--- src/rtl/wdog_pkg.sv ---
package wdog_pkg;

    // Configuration held by the write-once register.
    typedef struct packed {
        logic short_rate;  // 1: short period, 0: long period
        logic halt;        // 1: watchdog disabled
    } wdog_cfg_t;

    localparam wdog_cfg_t WDOG_CFG_RESET = '{short_rate: 1'b0, halt: 1'b0};

    // Action the counter takes on the next edge.
    typedef enum logic [1:0] {
        ACT_HOLD    = 2'd0,
        ACT_RESTART = 2'd1,
        ACT_EXPIRE  = 2'd2,
        ACT_STEP    = 2'd3
    } wdog_act_t;

    // Action priority: reset, then disable, then restart, then terminal, then step.
    function automatic wdog_act_t wdog_pick(input logic halt, input logic restart,
                                            input logic at_term);
        if (halt)         return ACT_HOLD;
        else if (restart) return ACT_RESTART;
        else if (at_term) return ACT_EXPIRE;
        else              return ACT_STEP;
    endfunction

endpackage

--- src/rtl/wdog_cfg_lock.sv ---
module wdog_cfg_lock
    import wdog_pkg::*;
(
    input  logic      clk,
    input  logic      rst,
    input  logic      wr,
    input  wdog_cfg_t wr_data,
    output wdog_cfg_t cfg,
    output logic      cfg_load
);
    logic locked;

    assign cfg_load = wr && !locked;

    always_ff @(posedge clk) begin
        if (rst) begin
            cfg    <= WDOG_CFG_RESET;
            locked <= 1'b0;
        end else if (cfg_load) begin
            cfg    <= wr_data;
            locked <= 1'b1;
        end
    end

    // once locked, a write leaves the configuration untouched
    assert_cfg_locked_R8: assert property (@(posedge clk) disable iff (rst)
        (locked && wr) |=> $stable(cfg));

    // the lock is held until reset
    assert_lock_sticky_R8: assert property (@(posedge clk) disable iff (rst)
        locked |=> locked);

endmodule

--- src/rtl/wdog_count.sv ---
module wdog_count
    import wdog_pkg::*;
#(
    parameter int LONG_EXP  = 18,
    parameter int SHORT_EXP = 13,
    parameter int OFF_EXP   = 4
) (
    input  logic      clk,
    input  logic      rst,
    input  wdog_cfg_t cfg,
    input  logic      restart,
    output logic      expire
);
    localparam int CW = LONG_EXP;
    localparam logic [CW-1:0] PRELOAD    = CW'(1) << OFF_EXP;
    localparam logic [CW-1:0] LONG_MASK  = {CW{1'b1}};
    localparam logic [CW-1:0] SHORT_MASK = (CW'(1) << SHORT_EXP) - CW'(1);

    logic [CW-1:0] cnt;
    logic [CW-1:0] term_mask;
    logic          at_term;
    wdog_act_t     act;

    // Terminal decode: selected low bits all ones. Count runs PRELOAD..mask,
    // plus the expiry edge, giving 2^n - 2^OFF_EXP cycles.
    assign term_mask = cfg.short_rate ? SHORT_MASK : LONG_MASK;
    assign at_term   = (cnt & term_mask) == term_mask;

    always_comb act = wdog_pick(cfg.halt, restart, at_term);

    always_ff @(posedge clk) begin
        if (rst) begin
            cnt    <= PRELOAD;
            expire <= 1'b0;
        end else begin
            unique case (act)
                ACT_HOLD, ACT_RESTART: begin
                    cnt    <= PRELOAD;
                    expire <= 1'b0;
                end
                ACT_EXPIRE: begin
                    cnt    <= PRELOAD;
                    expire <= 1'b1;
                end
                default: begin
                    cnt    <= cnt + CW'(1);
                    expire <= 1'b0;
                end
            endcase
        end
    end

    // a request lasts exactly one cycle
    assert_req_single_R5: assert property (@(posedge clk) disable iff (rst)
        expire |=> !expire);

    // while disabled no request follows
    assert_halt_quiet_R4: assert property (@(posedge clk) disable iff (rst)
        cfg.halt |=> !expire);

    // a restart sampled at any edge, terminal included, suppresses the request
    assert_restart_wins_R10: assert property (@(posedge clk) disable iff (rst)
        restart |=> !expire);

endmodule

--- src/rtl/wdog_cause.sv ---
module wdog_cause (
    input  logic clk,
    input  logic por_rst,
    input  logic expire,
    output logic cause
);
    always_ff @(posedge clk) begin
        if (por_rst) cause <= 1'b0;
        else if (expire) cause <= 1'b1;
    end

    // a request sets the flag in the next cycle
    assert_cause_set_R6: assert property (@(posedge clk) disable iff (por_rst)
        expire |=> cause);

    // only power-on reset clears the flag
    assert_cause_sticky_R7: assert property (@(posedge clk) disable iff (por_rst)
        cause |=> cause);

endmodule

--- src/rtl/wdog_timer.sv ---
module wdog_timer
    import wdog_pkg::*;
#(
    parameter int LONG_EXP  = 18,
    parameter int SHORT_EXP = 13,
    parameter int OFF_EXP   = 4
) (
    input  logic clk,
    input  logic por_rst,
    input  logic sys_rst,
    input  logic cfg_wr,
    input  logic cfg_short,
    input  logic cfg_halt,
    input  logic kick,
    output logic wdt_rst_req,
    output logic wdt_cause
);
    logic      rst_any;
    wdog_cfg_t wr_data;
    wdog_cfg_t cfg;
    logic      cfg_load;
    logic      restart;

    assign rst_any = por_rst || sys_rst;
    assign wr_data = '{short_rate: cfg_short, halt: cfg_halt};
    assign restart = kick || cfg_load;

    wdog_cfg_lock u_cfg (
        .clk      (clk),
        .rst      (rst_any),
        .wr       (cfg_wr),
        .wr_data  (wr_data),
        .cfg      (cfg),
        .cfg_load (cfg_load)
    );

    wdog_count #(
        .LONG_EXP  (LONG_EXP),
        .SHORT_EXP (SHORT_EXP),
        .OFF_EXP   (OFF_EXP)
    ) u_count (
        .clk     (clk),
        .rst     (rst_any),
        .cfg     (cfg),
        .restart (restart),
        .expire  (wdt_rst_req)
    );

    wdog_cause u_cause (
        .clk     (clk),
        .por_rst (por_rst),
        .expire  (wdt_rst_req),
        .cause   (wdt_cause)
    );

    // the cycle after any reset carries no request
    assert_reset_quiet_R3: assert property (@(posedge clk)
        rst_any |=> !wdt_rst_req);

endmodule

--- config.mk ---
export PLATFORM = sky130hd
export DESIGN_NAME = wdog_timer
export DESIGN_NICKNAME = d
export VERILOG_FILES = /design/src/rtl/wdog_pkg.sv /design/src/rtl/wdog_cfg_lock.sv /design/src/rtl/wdog_count.sv /design/src/rtl/wdog_cause.sv /design/src/rtl/wdog_timer.sv
export SDC_FILE = /design/constraint.sdc
export NUM_CORES = 1
export LEC_CHECK = 0
export ABC_AREA = 1
export BUFFER_PORTS_ARGS = -buffer_cell sky130_fd_sc_hd__buf_2
export CAP_MARGIN = 25
export CORE_MARGIN = 3
export CORE_UTILIZATION = 57
export CTS_CLUSTER_SIZE = 40
export DETAILED_ROUTE_END_ITERATION = 10
export HOLD_SLACK_MARGIN = 0.1
export PLACE_DENSITY_LB_ADDON = 0.25
export SYNTH_ARGS = -nofsm -noshare
export SYNTH_HDL_FRONTEND = slang
export SYNTH_SLANG_ARGS = --single-unit
--- constraint.sdc ---
create_clock -name clk -period 1.78 [get_ports clk]
set_clock_uncertainty 0.05 [all_clocks]
set_input_delay 0.178 -clock clk [delete_from_list [all_inputs] [get_ports clk]]
set_output_delay 0.178 -clock clk [all_outputs]
set_load 0.01 [all_outputs]
==> results of run 1 <==
==> critical path, cell delays in order (launching register included) <==
cell and delay [ns]:
dfxtp_1 0.41, ha_1 0.22, nand3_2 0.13, nor2_4 0.16, nand2_2 0.08, nor2_2 0.10
nand2_2 0.11, nand2_8 0.16, nor2_1 0.05
==> routing by layer <==
| metal | routed length (µm) | GRT usage [%] |
|---|---|---|
| met1 | 946 | 23.19 |
| met2 | 896 | 30.65 |
| met3 | 94 | 2.671 |
| met4 | 48 | 9.677 |
| met5 | 0 | 0 |
==> where the power goes <==
group	total [W]	switching [W]	internal, W
registers	0.000520	0.00000190	0.000519
logic	0.0000309	0.0000177	0.0000132
clock network	0.000238	0.000154	0.0000842
total	0.000790	0.000174	0.000616
==> kinds of logic (layout without fill, tap and decap cells) <==
family                   Yosys count  count (layout)
AND/OR/NAND/NOR                   95              95
adder cells (fa/ha/maj)            1               1
XOR/XNOR                          10              10
AO/OA/AOI/OAI                      6               6
flip-flops                        23              23
buffers and inverters             19              32
==> placed cells by master, fill, tap and decap left out, drive strengths merged, types with 2 or more instances in the layout <==
master / count
xnor2: 3
dlygate4sd3: 2
inv: 18
xor2: 7
clkbuf: 3
buf: 8
nand2: 35
a21oi: 3
nor2: 44
dfxtp: 23
o21ai: 2
nand4: 4
nand3: 10
==> timing repair <==
item                                   in CTS  in global routing
endpoints found under the hold margin       2                  0
resized for setup                           0                  1
hold buffers                                2                  0
setup endpoints to repair                   0                  2
==> per-stage QoR <==
| step | power [W] | instances | cell area, µm² | worst slack, ns |
|---|---|---|---|---|
| global route | 0.0008214 | 192 | 1225 | 0.06686 |
| CTS | 0.0007941 | 192 | 1216 | 0.1471 |
| floorplan | 0.0005509 | 154 | 1117 | 0.2757 |
| global placement | 0.0005569 | 186 | 1169 | 0.2172 |
| detailed placement | 0.0005585 | 186 | 1169 | 0.1578 |
| finish | 0.0007897 | 192 | 1225 | 0.2092 |
==> worst max path at each step <==
stage	start	to
2_1_floorplan	u_count.cnt[0]	u_count.cnt[6]
3_3_place_gp	u_count.cnt[0]	u_count.cnt[16]
3_5_place_dp	u_count.cnt[0]	u_count.cnt[16]
4_1_cts	u_count.cnt[0]	u_count.cnt[16]
5_1_grt	u_count.cnt[0]	u_count.cnt[9]
6_report	u_count.cnt[0]	u_count.cnt[10]
==> sequential cells by signal, summed over array words and instances (netlist names) <==
name,cells
u_cfg.locked,1
u_cause.cause,1
u_count.cnt,18
u_cfg.cfg,2
u_count.expire,1
==> layout make-up <==
cell class / count / area share, %
repair buffers: 10 / 4.903
flip-flops and latches: 23 / 37.59
multi-input cells: 112 / 47.19
clock inverters: 1 / 0.4086
clock buffers: 3 / 1.839
inverters: 18 / 5.516
well taps: 25 / 2.554
==> results.toml, run 1 <==
[outcome]
status = "completed"

[synth]
ys_warn_count = 0
synthArstFlopShare_pct = 0
synth_top_family_by_area = "simple AND/OR/NAND/NOR gates"
synthFlopType = "dfxtp_1"
syn_inst = 154
synthTopCellsByCount = "32 x nand2_1, 32 x nor2_1, 23 x dfxtp_1"
synth_edf_count = 0
synthMuxAreaShare_pct = 0
synth.area.top_cells = "dfxtp_1 41%, nand2_1 11%, nor2_1 11%"
synthAdderAreaFrac_pct = 1.120
syn-num-nets = 162
synthXorXnorAreaFrac_pct = 7.839
ys_types = 20
synthSimpleGateAreaFrac_pct = 39.08
avgSynthCellArea_um2 = 7.255
yosysSeqAreaShare_pct = 41.21
synth_top_area_cell = "dfxtp_1"
synth_compound_area_share_pct = 2.912
ys_ff_latch = 23
syn-cell-area_um2 = 1117
yosys.area.top_type_share_pct = 41.21

[hold_path]
worstHoldStart = "cfg_short"
whs_endpoint = "u_cfg.cfg[1]"
min_path_cells = 3
min_path_type = "in2reg"

[routing]
routedWlPerCell_um = 10.34
routed_wl_mm = 1.985
vias = 954
via_per_inst = 4.969
postRouteAntennaNets = 0
first_iter_violations = 24
dr.pass1.iters = 4
drc = 0

[layout]
area_growth_pct = 9.630
diodes = 0
final-seq-area_um2 = 460.4
multi_input_area_um2 = 578.1
fin_util_pct = 68.70
drive_gt1_share_pct = 16.77
n_fill_cell = 162
final_nets = 176

[pwr]
peakVddDrop_v = 0.0005600
power.density_nw_per_um2 = 644.7
leakage_nw = 0.4178

[floorplan]
start_util_pct = 62.67
ios = 9
dieHeight_um = 50.28
core_um2 = 1783
fp-row-count = 15
dieArea_um2 = 2528
die_w_um = 50.28

[timing]
slew_violations = 0
max-slew-margin-rel_pct = 73.13
worstMarginPinSlew_ns = 0.4015
setup_viol = 0
rsz0062_at_grt = "false"
post-route-period-util_pct = 88.25
finalHoldViolCount = 0
min_period_ns = 1.571
setup-tns-final_ns = 0
hold_slack_ns = 0.09963
max_freq_mhz = 636.6

[global_route]
grt_overflow = 0
grt_pass1_wl_mm = 3.567
grt_max_degree = 18
grt_pass1_vias = 871
antenna_found_initial = 0
gr-usage-all-layers_pct = 18.56

[critical_path]
crit_path_end_kind = "flip-flop"
arrival_ns = 1.74
crit_path_max_fanout = 17
r2r_end = "u_count.cnt[10]"
cp.required_ns = 1.94
start_kind = "flip-flop"
r2r_setup_slack_ns = 0.21
rr_worst_depth = 8
setup.worst_path.class = "reg2reg"
r2r-start = "u_count.cnt[0]"

[placed_design]
dpl.hpwl_mm = 1.497
port_buffers = 8
gp_congestion = 0.8307

[clock_network]
cts-root-buf = "clkbuf_4"
clk_latency_ns = 0.32
cts_tree = "yes"
cts.clk_slew.worst_paths_ns = 0.13
postCtsSetupBuffers = 0
numCtsBuffers = 3
cts_max_level = 1
numClockSinks = 23
cts_buffer_depth = 2

[flow_run]
cap_violations = 0
Power figures use the tool's default switching activity.
==> run 2, diff against run 1 <==
==> constraint.sdc (replaced) <==
create_clock -name clk -period 1.78 [get_ports clk]
set_clock_uncertainty 0.05 [all_clocks]
set_input_delay 0.089 -clock clk [delete_from_list [all_inputs] [get_ports clk]]
set_output_delay 0.089 -clock clk [all_outputs]
set_load 0.01 [all_outputs]
==> run 2 against run 1 <==
  * Die area did not move
  * First-iteration DRC count did not move
  * Worst setup slack improved by 0.00071 ns
  * Via count rose by 0.10%
  * Power rose by 0.49%
  * Non-clock buffer count rose by 2
  * Sequential share of layout area fell by 0.60 points
  * Critical path depth did not move
  * Global-route usage rose by 0.25 points
  * Critical path type unchanged
==> results.toml, run 2 (same netlist as run 1, synthesis figures left out) <==
[timing]
worstMarginPinSlew_ns = 0.4015
slew_violations = 0
final.setup.worst_slack_ns = 0.2099
max_freq_mhz = 636.9
post-route-period-util_pct = 88.21
finalHoldViolCount = 0
setup-tns-final_ns = 0
setup_viol = 0
rsz0062_at_grt = "false"
min_period_ns = 1.570
max-slew-margin-rel_pct = 73.14

[layout]
drive_gt1_share_pct = 16.57
top_register = "u_count.cnt"
reg_top3 = "u_count.cnt (18), u_cfg.cfg (2)"
largest_reg_flops = 18
diodes = 0
area_growth_pct = 11.42
most-common-layout-cells = "32 x nand2_1, 32 x nor2_1, 23 x dfxtp_1"
final_nets = 178

[pwr]
p_int_w = 0.0006189
peakVddDrop_v = 0.0005602
combPwrFrac_pct = 4.4
switchingPower_w = 0.0001747
p_clk_share_pct = 30.0
power.density_nw_per_um2 = 637.5
leakage_nw = 0.4245
sw_frac_of_total_pct = 22.02
seqPwrFrac_pct = 65.6

[placed_design]
dpl.hpwl_mm = 1.497
gp_congestion = 0.8307
port_buffers = 8
place_ws_ns = 0.1578

[critical_path]
start_kind = "flip-flop"
arrival_ns = 1.73
crit_path_end_kind = "flip-flop"
slowest_delay_ns = 0.41
cp_common_cell = "nand2_2"
cp.required_ns = 1.94
cp.buffers_inverters = 0
crit_family = "simple AND/OR/NAND/NOR gates"
cp_slowest_cell = "dfxtp_1"
crit_path_max_fanout = 17
setup.worst_path.class = "reg2reg"
path_cells = "ha_1 -> nand3_2 -> nor2_4 -> nand2_2 -> nor2_2 -> nand2_2 -> nand2_8 -> nor2_1"

[global_route]
grt_pass1_wl_mm = 3.608
grt_pass1_vias = 883
antenna_found_initial = 0
grt_max_degree = 18
gr-usage-all-layers_pct = 18.81
grt_overflow = 0

[routing]
via_per_inst = 4.923
route.layer.met1.wl_um = 949
routedWlPerCell_um = 10.37
drc = 0
first_iter_violations = 24
met3_length_um = 92
postRouteAntennaNets = 0
dr.max_layer_used = "met4"
vias = 955
dr_wl_met2_um = 923
dr.pass1.iters = 4
routed_wl_mm = 2.011

[floorplan]
ios = 9
core_um2 = 1783
die_w_um = 50.28
fp-row-count = 15
dieHeight_um = 50.28
start_util_pct = 62.67
dieArea_um2 = 2528

[clock_network]
cts_max_level = 1
numCtsBuffers = 3
cts_tree = "yes"
cts.clk_slew.worst_paths_ns = 0.13
numClockSinks = 23
clk_latency_ns = 0.32
cts_buffer_depth = 2
cts-root-buf = "clkbuf_4"

[hold_path]
min_path_type = "in2reg"

[flow_run]
cap_violations = 0

[outcome]
status = "completed"
## run 2: through the flow
stage	util [%]	hold slack, ns	power (W)	cells	area, µm²
2_1_floorplan	-	0.1114	0.0005509	154	1117
3_3_place_gp	65.54	0.2145	0.0005569	186	1169
3_5_place_dp	65.54	0.2190	0.0005585	186	1169
4_1_cts	69.33	0.1004	0.0007975	194	1236
5_1_grt	69.82	0.1365	0.0008252	194	1245
6_report	69.82	0.09713	0.0007936	194	1245
## run 2: final timing paths
| kind | startpoint | endpoint | slack [ns] | cells after the start |
|---|---|---|---|---|
| worst max register to register | u_count.cnt[0] | u_count.cnt[10] | 0.21 | 8 |
| worst min-delay path | cfg_wr | u_cfg.cfg[1] | 0.1 | 3 |
| worst max-delay path | u_count.cnt[0] | u_count.cnt[10] | 0.21 | 8 |
| worst min register to register | u_cfg.locked | u_cfg.locked | 0.41 | 2 |
## run 2: what timing repair did
item,CTS,global route
hold buffers,4,0
gates resized for setup,0,1
setup buffers,0,0
setup endpoints to repair,0,2
endpoints found under the hold margin,5,0
## run 2: worst register-to-register path: cells and delay by family, from the launching register on
| family | cells | cell delay (ns) |
|---|---|---|
| simple gates | 7 | 0.80 |
| flops | 1 | 0.41 |
| fa+ha+maj | 1 | 0.22 |
## run 2: power groups by stage
stage	clock (W)	combinational (W)	sequential, W
6_report	0.000238	0.0000348	0.000521
3_3_place_gp	0	0.0000251	0.000532
4_1_cts	0.000244	0.0000334	0.000521
2_1_floorplan	0	0.0000193	0.000532
3_5_place_dp	0	0.0000264	0.000532
5_1_grt	0.000265	0.0000389	0.000521
## run 2: metal layers
layer	vias up	GRT usage [%]
met2	26	31.52
met3	7	2.671
met1	417	23.19
met5	-	0
met4	0	9.677
li1	505	-
## run 2: cell type report
class,instances,area [µm²]
multi-input combinational,112,578.1
timing repair buffer,12,80.08
tap,25,31.28
clock buffer,3,22.52
fill,160,538.0
inverter,18,67.56
sequential,23,460.4
clock inverter,1,5.005
